$ cat src/rtl/evmon_pkg.sv
package evmon_pkg;
   localparam int IDX_W      = 3;
   localparam int IDX_CTL_A  = 4;
   localparam int IDX_CTL_B  = 5;
   localparam int IDX_SAMPLE = 6;
   localparam int FRZ_BIT    = 0;
   localparam int MAX_CNT    = 4;
endpackage

$ cat src/rtl/evmon_access.sv
module evmon_access (
   input  logic clk,
   input  logic rst_n,
   input  logic reg_wr,
   input  logic reg_rd,
   input  logic reg_alias,
   input  logic priv_user,
   output logic wr_ok,
   output logic rd_ok,
   output logic prog_exc
);
   logic exc_d;

   always_comb begin
      exc_d = (reg_wr && reg_alias) || ((reg_wr || reg_rd) && priv_user && !reg_alias);
      wr_ok = reg_wr && !reg_alias && !priv_user;
      rd_ok = reg_rd && !exc_d;
   end

   always_ff @(posedge clk) begin
      if (!rst_n) prog_exc <= 1'b0;
      else        prog_exc <= exc_d;
   end

   AST_ALIAS_WR_EXC: assert property (@(posedge clk) disable iff (!rst_n)
      (reg_wr && reg_alias) |=> prog_exc);
   AST_USER_DIRECT_EXC: assert property (@(posedge clk) disable iff (!rst_n)
      ((reg_wr || reg_rd) && priv_user && !reg_alias) |=> prog_exc);
endmodule

$ cat src/rtl/evmon_counter.sv
module evmon_counter #(
   parameter int CNT_W = 32,
   parameter int NEVT  = 8,
   parameter int SEL_W = 4
) (
   input  logic             clk,
   input  logic             rst_n,
   input  logic             freeze,
   input  logic [SEL_W-1:0] sel,
   input  logic [NEVT-1:0]  evt,
   input  logic             wr_en,
   input  logic [CNT_W-1:0] wr_data,
   output logic [CNT_W-1:0] cnt,
   output logic             ovf
);
   logic hit;

   always_comb begin
      hit = 1'b0;
      for (int e = 0; e < NEVT; e++) begin
         if (sel == SEL_W'(e + 1)) hit = evt[e];
      end
   end

   always_ff @(posedge clk) begin
      if (!rst_n)              cnt <= '0;
      else if (wr_en)          cnt <= wr_data;
      else if (!freeze && hit) cnt <= cnt + 1'b1;
   end

   assign ovf = cnt[CNT_W-1];

   AST_FROZEN_HOLD: assert property (@(posedge clk) disable iff (!rst_n)
      (freeze && !wr_en) |=> $stable(cnt));
   AST_IDLE_SEL_HOLD: assert property (@(posedge clk) disable iff (!rst_n)
      ((sel == '0) && !wr_en) |=> $stable(cnt));
endmodule

$ cat src/rtl/evmon_sampler.sv
module evmon_sampler #(
   parameter int AW = 32
) (
   input  logic          clk,
   input  logic          rst_n,
   input  logic          trig,
   input  logic          cmpl_valid,
   input  logic [AW-1:0] cmpl_addr,
   input  logic          wr_en,
   input  logic [AW-1:0] wr_data,
   output logic [AW-1:0] sample
);
   logic armed;

   always_ff @(posedge clk) begin
      if (!rst_n) begin
         sample <= '0;
         armed  <= 1'b0;
      end else begin
         if (wr_en) sample <= wr_data;
         if (cmpl_valid && (armed || trig)) begin
            sample <= cmpl_addr;
            armed  <= 1'b0;
         end else if (trig) begin
            armed <= 1'b1;
         end
      end
   end

   AST_SAMPLE_ONCE: assert property (@(posedge clk) disable iff (!rst_n)
      (!armed && !trig && !wr_en) |=> $stable(sample));
   AST_ARM_ON_TRIG: assert property (@(posedge clk) disable iff (!rst_n)
      (trig && !cmpl_valid) |=> armed);
endmodule

$ cat src/rtl/evmon_unit.sv
module evmon_unit #(
   parameter int                 NCNT    = 4,
   parameter int                 CNT_W   = 32,
   parameter int                 DATA_W  = 32,
   parameter int                 NEVT    = 8,
   parameter int                 AW      = 32,
   parameter int                 SEL_W   = 4,
   parameter int                 VEC_W   = 20,
   parameter logic [VEC_W-1:0]   VEC_OFS = 20'h00F00
) (
   input  logic                              clk,
   input  logic                              rst_n,
   input  logic [NEVT-1:0]                   evt_strobe,
   input  logic                              cmpl_valid,
   input  logic [AW-1:0]                     cmpl_addr,
   input  logic                              reg_wr,
   input  logic                              reg_rd,
   input  logic                              reg_alias,
   input  logic                              priv_user,
   input  logic [evmon_pkg::IDX_W-1:0]       reg_idx,
   input  logic [DATA_W-1:0]                 reg_wdata,
   output logic [DATA_W-1:0]                 reg_rdata,
   output logic                              prog_exc,
   output logic                              irq_req,
   output logic [VEC_W-1:0]                  irq_vector
);
   import evmon_pkg::*;

   localparam int SEL_SPAN = NCNT * SEL_W;

   if (NCNT < 1 || NCNT > MAX_CNT) begin : g_bad_ncnt
      $error("NCNT must be 1..4");
   end
   if (CNT_W > DATA_W || AW > DATA_W) begin : g_bad_width
      $error("counter and address widths must fit the data word");
   end
   if (SEL_SPAN > DATA_W || NCNT + 1 > DATA_W) begin : g_bad_ctl
      $error("control fields must fit the data word");
   end
   if (NEVT >= (1 << SEL_W)) begin : g_bad_nevt
      $error("event count must be below the select code range");
   end

   logic                wr_ok, rd_ok, trig;
   logic [DATA_W-1:0]   ctrl_a_q, ctrl_b_q, rd_mux;
   logic [CNT_W-1:0]    cnt_arr [NCNT];
   logic [NCNT-1:0]     ovf_vec;
   logic [AW-1:0]       sample;
   logic                ctl_a_we, ctl_b_we, smp_we;

   evmon_access u_access (
      .clk       (clk),
      .rst_n     (rst_n),
      .reg_wr    (reg_wr),
      .reg_rd    (reg_rd),
      .reg_alias (reg_alias),
      .priv_user (priv_user),
      .wr_ok     (wr_ok),
      .rd_ok     (rd_ok),
      .prog_exc  (prog_exc)
   );

   assign ctl_a_we = wr_ok && (reg_idx == IDX_W'(IDX_CTL_A));
   assign ctl_b_we = wr_ok && (reg_idx == IDX_W'(IDX_CTL_B));
   assign smp_we   = wr_ok && (reg_idx == IDX_W'(IDX_SAMPLE));

   for (genvar i = 0; i < NCNT; i++) begin : g_cnt
      evmon_counter #(
         .CNT_W (CNT_W),
         .NEVT  (NEVT),
         .SEL_W (SEL_W)
      ) u_cnt (
         .clk     (clk),
         .rst_n   (rst_n),
         .freeze  (ctrl_a_q[FRZ_BIT]),
         .sel     (ctrl_b_q[i*SEL_W +: SEL_W]),
         .evt     (evt_strobe),
         .wr_en   (wr_ok && (reg_idx == IDX_W'(i))),
         .wr_data (reg_wdata[CNT_W-1:0]),
         .cnt     (cnt_arr[i]),
         .ovf     (ovf_vec[i])
      );
   end

   assign trig = !ctrl_a_q[FRZ_BIT] && |(ovf_vec & ctrl_a_q[NCNT:1]);

   always_ff @(posedge clk) begin
      if (!rst_n) begin
         ctrl_a_q <= '0;
         ctrl_b_q <= '0;
         irq_req  <= 1'b0;
      end else begin
         if (ctl_a_we) ctrl_a_q <= reg_wdata;
         if (trig)     ctrl_a_q[FRZ_BIT] <= 1'b1;
         if (ctl_b_we) ctrl_b_q <= reg_wdata;
         if (ctl_a_we) irq_req <= 1'b0;
         if (trig)     irq_req <= 1'b1;
      end
   end

   evmon_sampler #(.AW(AW)) u_sampler (
      .clk        (clk),
      .rst_n      (rst_n),
      .trig       (trig),
      .cmpl_valid (cmpl_valid),
      .cmpl_addr  (cmpl_addr),
      .wr_en      (smp_we),
      .wr_data    (reg_wdata[AW-1:0]),
      .sample     (sample)
   );

   always_comb begin
      rd_mux = '0;
      for (int i = 0; i < NCNT; i++) begin
         if (reg_idx == IDX_W'(i)) rd_mux = DATA_W'(cnt_arr[i]);
      end
      if (reg_idx == IDX_W'(IDX_CTL_A))  rd_mux = ctrl_a_q;
      if (reg_idx == IDX_W'(IDX_CTL_B))  rd_mux = ctrl_b_q;
      if (reg_idx == IDX_W'(IDX_SAMPLE)) rd_mux = DATA_W'(sample);
   end

   always_ff @(posedge clk) begin
      if (!rst_n)     reg_rdata <= '0;
      else if (rd_ok) reg_rdata <= rd_mux;
      else            reg_rdata <= '0;
   end

   assign irq_vector = VEC_OFS;

   AST_IRQ_FREEZE: assert property (@(posedge clk) disable iff (!rst_n)
      $rose(irq_req) |-> ctrl_a_q[FRZ_BIT]);
   AST_USER_NO_WRITE: assert property (@(posedge clk) disable iff (!rst_n)
      (priv_user && reg_wr && !trig) |=> ($stable(ctrl_a_q) && $stable(ctrl_b_q)));
   AST_CLEAR_IRQ: assert property (@(posedge clk) disable iff (!rst_n)
      (ctl_a_we && !trig) |=> !irq_req);
endmodule

$ cat config.mk
export PLATFORM = sky130hd
export DESIGN_NAME = evmon_unit
export DESIGN_NICKNAME = d
export VERILOG_FILES = /design/src/rtl/evmon_pkg.sv /design/src/rtl/evmon_access.sv /design/src/rtl/evmon_counter.sv /design/src/rtl/evmon_sampler.sv /design/src/rtl/evmon_unit.sv
export SDC_FILE = /design/constraint.sdc
export NUM_CORES = 1
export LEC_CHECK = 0
export CAP_MARGIN = 25
export CORE_MARGIN = 3
export CORE_UTILIZATION = 50
export CTS_CLUSTER_DIAMETER = 60
export DETAILED_ROUTE_END_ITERATION = 6
export HOLD_SLACK_MARGIN = 0.02
export PLACE_DENSITY = 0.83
export SLEW_MARGIN = 30
export SYNTH_ARGS = -nofsm -noshare
export SYNTH_HDL_FRONTEND = slang
export SYNTH_SLANG_ARGS = --single-unit
$ cat constraint.sdc
create_clock -name clk -period 2.6 [get_ports clk]
set_clock_uncertainty 0.2 [all_clocks]
set_input_delay 0.39 -clock clk [delete_from_list [all_inputs] [get_ports clk]]
set_output_delay 0.39 -clock clk [all_outputs]
set_load 0.02 [all_outputs]
---- Yosys cells after proc, flatten, opt, wreduce, memory -nomap -nowiden ----
Index checks and enable logic that the tools add are counted.
storage, ports and cells
  flip-flop bits (word level) ............. 259
  input port bits ......................... 82
  output and inout bits ................... 54
  logic and storage cells ................. 145
cells by class
  add/sub/neg operators ................... 4
  equal/unequal tests ..................... 38
  muxes and demuxes ....................... 53
  bitwise gates (word level) .............. 2
  reduce and logical (&&, ||, !) cells .... 36
operator list
  operator                                              number
  2-to-1 mux 32 bit                                     17
  adder 32 x 1 -> 32 bit (second input constant)        4
  equality test 4 x 3 -> 1 bit (second input constant)  16
  2-to-1 mux 1 bit                                      36
  equality test 4 x 2 -> 1 bit (second input constant)  8
  logical AND 1 bit                                     19
  equality test 4 x 1 -> 1 bit (second input constant)  4
  equality test 4 bit (second input constant)           4
  nonzero test 2 bit                                    6
  equality test 3 bit (second input constant)           3
  equality test 3 x 2 -> 1 bit (second input constant)  2
  AND 4 bit                                             1
  zero test 1 bit                                       4
  OR reduction 4 bit                                    1
  equality test 3 x 1 -> 1 bit (second input constant)  1
  zero test 3 bit                                       1
  logical OR 1 bit                                      3
  AND reduction 2 bit                                   1
  OR reduction 2 bit                                    1
  NOT 1 bit                                             1

---- Logic depth before layout (Yosys ltp) ----
Gate-level depths: netlist of the first run.
  word-level depth ........................ 12
  mapped depth ............................ 9

---- Modules after synthesis ----
Synthesis of the first run repeated with hierarchy kept, for this count alone.
unflattened totals
  cell total of the unflattened synthesis .. 1830
  area total of the unflattened synthesis .. 15433.6 µm²
modules (own cells, without submodules)
  module         instances  cells each  area an instance (µm²)
  evmon_counter  4          251         2059.5
  evmon_unit     1          668         5311.3
  evmon_sampler  1          150         1823.0
  evmon_access   1          8           61.3

---- Worst setup path after synthesis of the first run ----
No wires, ideal clock.
  kind .................................... register to register
  start ................................... reg ctrl_b_q[1]
  end ..................................... reg g_cnt[0].u_cnt.cnt[18]
  arrival time ............................ 2.000 ns
  data required time ...................... 2.267 ns
  path slack .............................. 0.268 ns
  stages on the path, launching flop included .. 8
  buffers on the path ..................... 1
  cells stage by stage .................... dfxtp_1 > mux4_2 > o21ai_0 > a2bb2oi_1 > clkbuf_1 > nand4b_1 > xor2_1 > a21oi_1
between the ends
  longest elaborated chain between the ends .. 11
  elaborated cells between the ends (all ways) .. 18
  those cells by class .................... eq/ne: 8; mux: 8; reduce/logical: 2
ends and longest elaborated chain
  item                                   line                 RTL
  from (decl)                            evmon_unit.sv:45     logic [DATA_W-1:0] ctrl_a_q, ctrl_b_q, rd_mux;
  from (signal assigned)                 evmon_unit.sv:95     if (ctl_b_we) ctrl_b_q <= reg_wdata;
  equality test 4 x 1 -> 1 bit           evmon_counter.sv:21  if (sel == SEL_W'(e + 1)) hit = evt[e];
  2-to-1 mux 1 bit (7 in series)         evmon_counter.sv:21
  2-to-1 mux 1 bit *                     evmon_counter.sv:21
  logical AND 1 bit *                    evmon_counter.sv:28  else if (!freeze && hit) cnt <= cnt + 1'b1;
  nonzero test 2 bit (no source line) *  -
  to (signal assigned)                   evmon_counter.sv:27  else if (wr_en) cnt <= wr_data;
  to (signal assigned)                   evmon_counter.sv:28
  to (decl)                              evmon_counter.sv:13  output logic [CNT_W-1:0] cnt,
Mark *: on every way between the ends. The rest lies on a longest branch, timed or not.
A chain may end at the register's enable or synchronous reset.

---- Final worst setup path of the first run ----
  start ................................... reg ctrl_b_q[14]
  end ..................................... reg g_cnt[3].u_cnt.cnt[12]
between the ends
  longest elaborated chain between the ends .. 11
  elaborated cells between the ends (all ways) .. 18
  those cells by class .................... eq/ne: 8; mux: 8; reduce/logical: 2
ends and longest elaborated chain
  item                                   line
  equality test 4 x 1 -> 1 bit           evmon_counter.sv:21
  2-to-1 mux 1 bit (7 in series)         evmon_counter.sv:21
  2-to-1 mux 1 bit *                     evmon_counter.sv:21
  logical AND 1 bit *                    evmon_counter.sv:28
  nonzero test 2 bit (no source line) *  -
  to (signal assigned)                   evmon_counter.sv:27
  to (signal assigned)                   evmon_counter.sv:28
  to (decl)                              evmon_counter.sv:13
Marked as above.

==> results of run 1 <==
==> per-stage QoR <==
step                util (%)  setup slack (ps)  hold slack, ps
floorplan                  -               268             236
global placement        57.5              -395             241
detailed placement      57.5              -440             248
CTS                     61.2              33.1             109
global route            61.4             -81.3             167
finish                  61.4              4.46             123
==> worst max-delay path, cell delays in order (launching register included) <==
cell     delay, ps
dfxtp_4        380
mux2i_1        140
mux4_2         570
o31ai_4        310
buf_4          170
buf_4          110
nand3_1        100
or3_1          360
a31oi_1        160
==> synthesized netlist by cell type (4+ instances only) <==
cell / n / area (um^2)
xor2_1: 56 / 490
a21boi_0: 25 / 188
clkbuf_1: 103 / 387
a21oi_1: 203 / 1020
o21ai_0: 156 / 781
nor2_1: 127 / 477
buf_4: 23 / 173
o211a_1: 27 / 270
inv_1: 12 / 45.0
a221oi_1: 15 / 131
xnor2_1: 50 / 438
nor2b_1: 9 / 56.3
buf_2: 8 / 40.0
and3_1: 23 / 144
a31oi_1: 21 / 131
nand4_1: 48 / 300
nor3_1: 28 / 140
ha_1: 4 / 50.1
buf_1: 16 / 60.1
nor4b_1: 7 / 61.3
a21o_1: 15 / 113
o22ai_1: 4 / 25.0
and2_1: 6 / 37.5
and4_1: 7 / 61.3
a22o_1: 14 / 123
dfxtp_1: 259 / 5180
nor4_1: 16 / 100
mux4_2: 6 / 135
mux2i_1: 90 / 901
a211oi_1: 7 / 52.6
nand3_1: 54 / 270
nand2_1: 260 / 976
or3_1: 17 / 106
==> worst paths after layout <==
kind	endpoint	slack, ps	cells past startpoint
worst min register to register	ctrl_a_q[30]	250	2
worst min-delay path	reg_rdata[14]	120	3
worst max register to register	g_cnt[3].u_cnt.cnt[12]	4	8
worst max-delay path	g_cnt[3].u_cnt.cnt[12]	4	8
==> registers in the layout (all words and copies together) (netlist names) <==
name               flops
g_cnt.u_cnt.cnt      128
ctrl_a_q              32
ctrl_b_q              32
reg_rdata             32
u_sampler.sample      32
irq_req                1
u_access.prog_exc      1
u_sampler.armed        1
==> layer usage <==
layer,up-vias,wire [um],GRT usage [%]
met5,-,0,0
met4,0,1640,9.65
met3,135,5610,6.08
met2,826,21100,49.1
met1,6562,18200,41.3
li1,6378,-,-
==> final cells by class <==
class	count	area (um^2)	share of cell area, %
diodes	1	2.50	0.0151
clock buffers	43	888	5.35
clock inverters	10	108	0.649
inverters	13	48.8	0.294
multi-input cells	1345	7980	48.1
flip-flops and latches	259	5190	31.3
well taps	341	427	2.57
repair buffers	201	1950	11.7
==> cell families after synthesis <==
logic type | after synthesis | share of synthesized area, %
AOI/OAI and AO/OA | 503 | 21.8
xor gates and xnor gates | 106 | 6.75
adders and majority gates | 4 | 0.364
buffers and inverters | 163 | 5.15
DFF | 259 | 37.7
muxes | 98 | 7.69
other | 2 | 0.0546
and+or+nand+nor | 614 | 20.6
==> timing repair <==
| item | CTS | global route |
|---|---|---|
| endpoints found under the hold margin | 2 | 0 |
| setup buffers | 0 | 3 |
| endpoints found under the setup margin | 12 | 12 |
| pin swaps | 0 | 4 |
| resized for setup | 1 | 5 |
| hold buffers | 1 | 0 |
| cloned | 0 | 0 |
==> where the power goes <==
part,switching [mW],total [mW],internal [mW],leakage (nW)
clock,1.70,4.25,2.55,0.501
sequential,0.0454,4.05,4.01,2.09
combinational,0.466,0.754,0.288,3.43
==> run summary, run 1 <==
Vias -> 13.9k
Number of distinct library cells after synthesis -> 56
Leading cell type in the layout, fill and taps excluded -> nand2_1
Clock Tree Buf Depth -> 3
Hpwl dp -> 32.0 mm
Post-route DRC -> 5
Final non-filler cell total -> 2213
Worst setup EP type -> flop
Later-pin clock latency in the skew report -> 550 ps
Cells after DPL -> 2155
Failing checks -> design-rule violations
# setup viols final -> 0
Post-synth EDFFs -> 0
Die area -> 29500 um^2
Setup crit start kind -> flop
Layout cells sized above 1 -> 9.14%
Post-synthesis instance total -> 1749
Overall die height -> 172 um
Total wire length -> 46.5 mm
Initial DRC Count -> 1509
Vias in the first global route -> 12.8k
Clock-pin slew on the worst setup and hold paths -> 60 ps
Mapped Area -> 13800 um^2
DRT antenna net count -> 0
Total CTS buffers -> 29
Layout area overhead -> 20.6%
Count of input and output buffers -> 115
Worst slew pin tran -> 999 ps
Min-Delay Path Class -> in2reg
Number of fill cells -> 2295
Global-route wire length before repair -> 71.4 mm
Initial Utilization -> 50.9%
CTS tree -> done
Tot Pwr -> 9.06 mW
Maxcap violations -> 0
Outcome -> complete, but fails checks
Worst ir drop on vdd -> 434 uV
Pleak -> 6.02 nW
Ports -> 136
Pre-antenna DRT Iters -> 7
Grt total ovfl -> 0
Pin count of the biggest net entering global routing -> 93
Drt wl/cell -> 21.0 um
Synth Flop Type -> dfxtp_1
Net count reported at finish -> 1935
Register bit total from synthesis -> 259
HP Start -> reg_idx[2]
RSZ-0062 raised after global routing -> true
Warnings from Yosys -> 0
Pwr Density -> 546 nW/um^2
Vias per cell -> 6.28
Tot GR Track Use -> 30.4%
Avg Inst Size Synth -> 7.87 um^2
Final hold viol count -> 0
Core area -> 27000 um^2
Design area -> 16600 um^2
Tmin final -> 2600 ps
Placer Congestion -> 0.967
Post-DP Area -> 15500 um^2
Crit path max fanout -> 5
Period utilization -> 99.8%
Setup crit start -> ctrl_b_q[14]
Ys async rst share -> 0%
CP Class -> reg2reg
Crit path DAT -> 2860 ps
Slew margin rel. -> 33.3%
CTS root buf -> clkbuf_16
Most frequent cells in the layout -> nand2_1 (257), dfxtp_1 (256), a21oi_1 (203)
Setup TNS -> 0 ps
Num rows -> 60
Required time worst endpoint -> 2870 ps
Max frequency -> 385 MHz
Antenna violations before repair -> 1
Sequential share of the synthesized area -> 37.7%
Die Width -> 172 um
Max H-tree Level -> 1
Max-slew violation count -> 0
Clock Sinks -> 259
Start of the worst register-to-register path -> ctrl_b_q[14]
(Power assumes the default switching activity.)
==> run 2, diff against run 1 <==
PLACE_DENSITY = 0.86   (was 0.83)
clock period = 2.2 ns   (was 2.6 ns; I/O delays follow)
==> run 2 against run 1 <==
Effect of this change: the flow finishes with violations (negative setup slack); global-route usage increased by 2.1 points; total power increased by 18%; maximum frequency increased by 1.9%; die area unchanged; largest cell class unchanged; combinational power increased by 33%; cell area increased by 9.8%; worst setup slack got worse by 350 ps; worst hold slack improved by 21 ps; sequential cell count unchanged; largest power group unchanged; sequential power increased by 18%; sequential share of layout area decreased by 2.7 points.
==> run summary, run 2 (synthesis gave the netlist of run 1 again) <==
Outcome -> complete, but fails checks (unchanged)
Failing checks -> negative setup slack (was design-rule violations)
R2R cell count -> 9 (was 8)
Total wire length -> 53.3 mm (was 46.5 mm)
Worst setup EP type -> flop (unchanged)
Max FFs per register -> 128 (unchanged)
Pleak -> 7.06 nW (was 6.02 nW)
Final hold viol count -> 0 (unchanged)
Crit path DAT -> 2780 ps (was 2860 ps)
Vias -> 15.1k (was 13.9k)
Placer Congestion -> 0.974 (was 0.967)
Setup TNS -> -16300 ps (was 0 ps)
Pwr Density -> 588 nW/um^2 (was 546 nW/um^2)
Max-slew violation count -> 0 (unchanged)
Min-Delay Path Class -> in2reg (unchanged)
Hold slack -> 145 ps (was 123 ps)
Most flop-heavy register -> g_cnt.u_cnt.cnt (unchanged)
Clock Tree Buf Depth -> 3 (unchanged)
Clock-pin slew on the worst setup and hold paths -> 70 ps (was 60 ps)
Setup crit start kind -> flop (unchanged)
Max frequency -> 393 MHz (was 385 MHz)
Antenna Cells -> 0 (was 1)
Required time worst endpoint -> 2430 ps (was 2870 ps)
Cell-internal power -> 7.98 mW (was 6.85 mW)
Slew margin rel. -> 45.9% (was 33.3%)
Tot Pwr -> 10.7 mW (was 9.06 mW)
Post-route DRC -> 0 (was 5)
# setup viols final -> 100 (was 0)
Net count reported at finish -> 2031 (was 1935)
Global-route wire length before repair -> 76.3 mm (was 71.4 mm)
Cells after DPL -> 2230 (was 2155)
Sw Pwr -> 2.73 mW (was 2.21 mW)
Pre-antenna DRT Iters -> 7 (unchanged)
Drt wl/cell -> 23.1 um (was 21.0 um)
Antenna violations before repair -> 1 (unchanged)
Final non-filler cell total -> 2307 (was 2213)
Switching Fraction -> 25.5% (was 24.4%)
Clock Sinks -> 259 (unchanged)
Crit path cell chain -> mux2i_1 > mux4_2 > buf_6 > o22ai_4 > buf_6 > buf_6 > nand3_1 > xor2_1 > a21oi_1 (was mux2i_1 > mux4_2 > o31ai_4 > buf_4 > buf_4 > nand3_1 > or3_1 > a31oi_1)
Initial Utilization -> 50.9% (unchanged)
Grt total ovfl -> 0 (unchanged)
Maxcap violations -> 0 (unchanged)
Initial DRC Count -> 2300 (was 1509)
Die Width -> 172 um (unchanged)
Layout cells sized above 1 -> 17.5% (was 9.14%)
Clk pwr share -> 46.0% (was 46.9%)
R2R setup slack -> -350 ps (was 4 ps)
Tot GR Track Use -> 32.5% (was 30.4%)
Worst path most repeated cell -> buf_6 (was buf_4)
RR Endpoint -> g_cnt[2].u_cnt.cnt[11] (was g_cnt[3].u_cnt.cnt[12])
Worst ir drop on vdd -> 479 uV (was 434 uV)
Fin worst setup slack -> -348 ps (was 4.46 ps)
CP max stage delay -> 580 ps (was 570 ps)
Number of fill cells -> 1927 (was 2295)
CTS root buf -> clkbuf_16 (unchanged)
Core area -> 27000 um^2 (unchanged)
Most frequent cells in the layout -> nand2_1 (252), dfxtp_1 (243), a21oi_1 (203) (was nand2_1 (257), dfxtp_1 (256), a21oi_1 (203))
Crit path max fanout -> 7 (was 5)
Worst slew pin tran -> 809 ps (was 999 ps)
Layout area overhead -> 32.4% (was 20.6%)
Pre-CTS setup slack -> -805 ps (was -440 ps)
Die area -> 29500 um^2 (unchanged)
Pin count of the biggest net entering global routing -> 72 (was 93)
RSZ-0062 raised after global routing -> true (unchanged)
Vias in the first global route -> 14.0k (was 12.8k)
Count of input and output buffers -> 115 (unchanged)
Tmin final -> 2550 ps (was 2600 ps)
Total CTS buffers -> 28 (was 29)
Hpwl dp -> 34.1 mm (was 32.0 mm)
Ports -> 136 (unchanged)
CP Class -> reg2reg (unchanged)
Later-pin clock latency in the skew report -> 560 ps (was 550 ps)
DRT antenna net count -> 0 (unchanged)
Critical path's slowest cell -> mux4_2 (unchanged)
Leading cell type in the layout, fill and taps excluded -> nand2_1 (unchanged)
Seq pwr share -> 44.7% (about the same)
Num rows -> 60 (unchanged)
CTS tree -> done (unchanged)
Vias per cell -> 6.57 (was 6.28)
Max H-tree Level -> 1 (unchanged)
Setup crit end -> g_cnt[2].u_cnt.cnt[11] (was g_cnt[3].u_cnt.cnt[12])
Period utilization -> 116% (was 99.8%)
Start of the worst register-to-register path -> ctrl_b_q[10] (was ctrl_b_q[14])
Combinational power share -> 9.4% (was 8.3%)
Setup crit start -> ctrl_b_q[10] (was ctrl_b_q[14])
Overall die height -> 172 um (unchanged)
## run 2: cell count changes in the layout (fill, tap and decap cells not counted), sizes merged
cell / delta
clkbuf: +1
diode: -1
clkinvlp: +3
clkdlybuf4s50: -2
buf: +94
clkinv: -3
dlymetal6s2s: +2
## run 2: worst min-delay path by stage
| stage | cells after the start | slack, ps | from | to |
|---|---|---|---|---|
| 5_1_grt | 3 | 160 | reg_idx[2] | reg_rdata[13] |
| 2_1_floorplan | 1 | 210 | cmpl_valid | u_sampler.armed |
| 4_1_cts | 3 | 120 | reg_idx[2] | reg_rdata[13] |
| 6_report | 3 | 140 | reg_idx[2] | reg_rdata[13] |
| 3_3_place_gp | 2 | 240 | ctrl_a_q[7] | ctrl_a_q[7] |
| 3_5_place_dp | 2 | 250 | ctrl_a_q[14] | ctrl_a_q[14] |
## run 2: what timing repair did
| item | CTS | global route |
|---|---|---|
| cloned | 1 | 4 |
| setup buffers | 6 | 16 |
| hold buffers | 1 | 0 |
| gates resized for setup | 51 | 106 |
| hold endpoints to repair | 18 | 0 |
| setup endpoints to repair | 96 | 118 |
| pin swaps | 43 | 94 |
## run 2: area by class of cell
cell class	instances	area, um^2	share of cell area [%]
Clock buffer	41	831	4.56
Clock inverter	10	118	0.645
Inverter	13	48.8	0.268
Multi-Input combinational cell	1345	8640	47.4
Sequential cell	259	5220	28.6
Tap cell	341	427	2.34
Timing Repair Buffer	298	2940	16.1
## run 2: through the flow
stage | util, % | instance area, um^2
after detailed placement | 60.0 | 16200
after global placement | 60.0 | 16200
final | 67.4 | 18200
after floorplan | - | 13900
after CTS | 64.7 | 17500
after global routing | 67.4 | 18200
## run 2: layer usage
| layer | vias to the layer above | GRT usage [%] | part of all wire (%) |
|---|---|---|---|
| li1 | 6580 | - | - |
| met1 | 7052 | 42.4 | 36 |
| met2 | 1180 | 52.1 | 45 |
| met3 | 335 | 7.36 | 13 |
| met4 | 0 | 13.9 | 6.1 |
| met5 | - | 0 | 0 |
## run 2: power groups by stage
stage / clock network (mW) / registers [mW] / logic, mW
finish: 4.92 / 4.78 / 1.00
detailed placement: 0 / 4.89 / 0.905
global placement: 0 / 4.89 / 0.889
CTS: 4.88 / 4.78 / 0.925
floorplan: 0 / 4.89 / 0.444
global route: 5.07 / 4.78 / 1.04
## run 2: worst max-delay path: cells and delay by family, from the launching register on
| family | cells | cell delay, ps |
|---|---|---|
| multiplexers | 2 | 740 |
| AND/OR/NAND/NOR | 1 | 110 |
| AO/OA/AOI/OAI | 2 | 350 |
| XOR/XNOR | 1 | 220 |
| flip-flops | 1 | 370 |
| buffers and inverters | 3 | 430 |
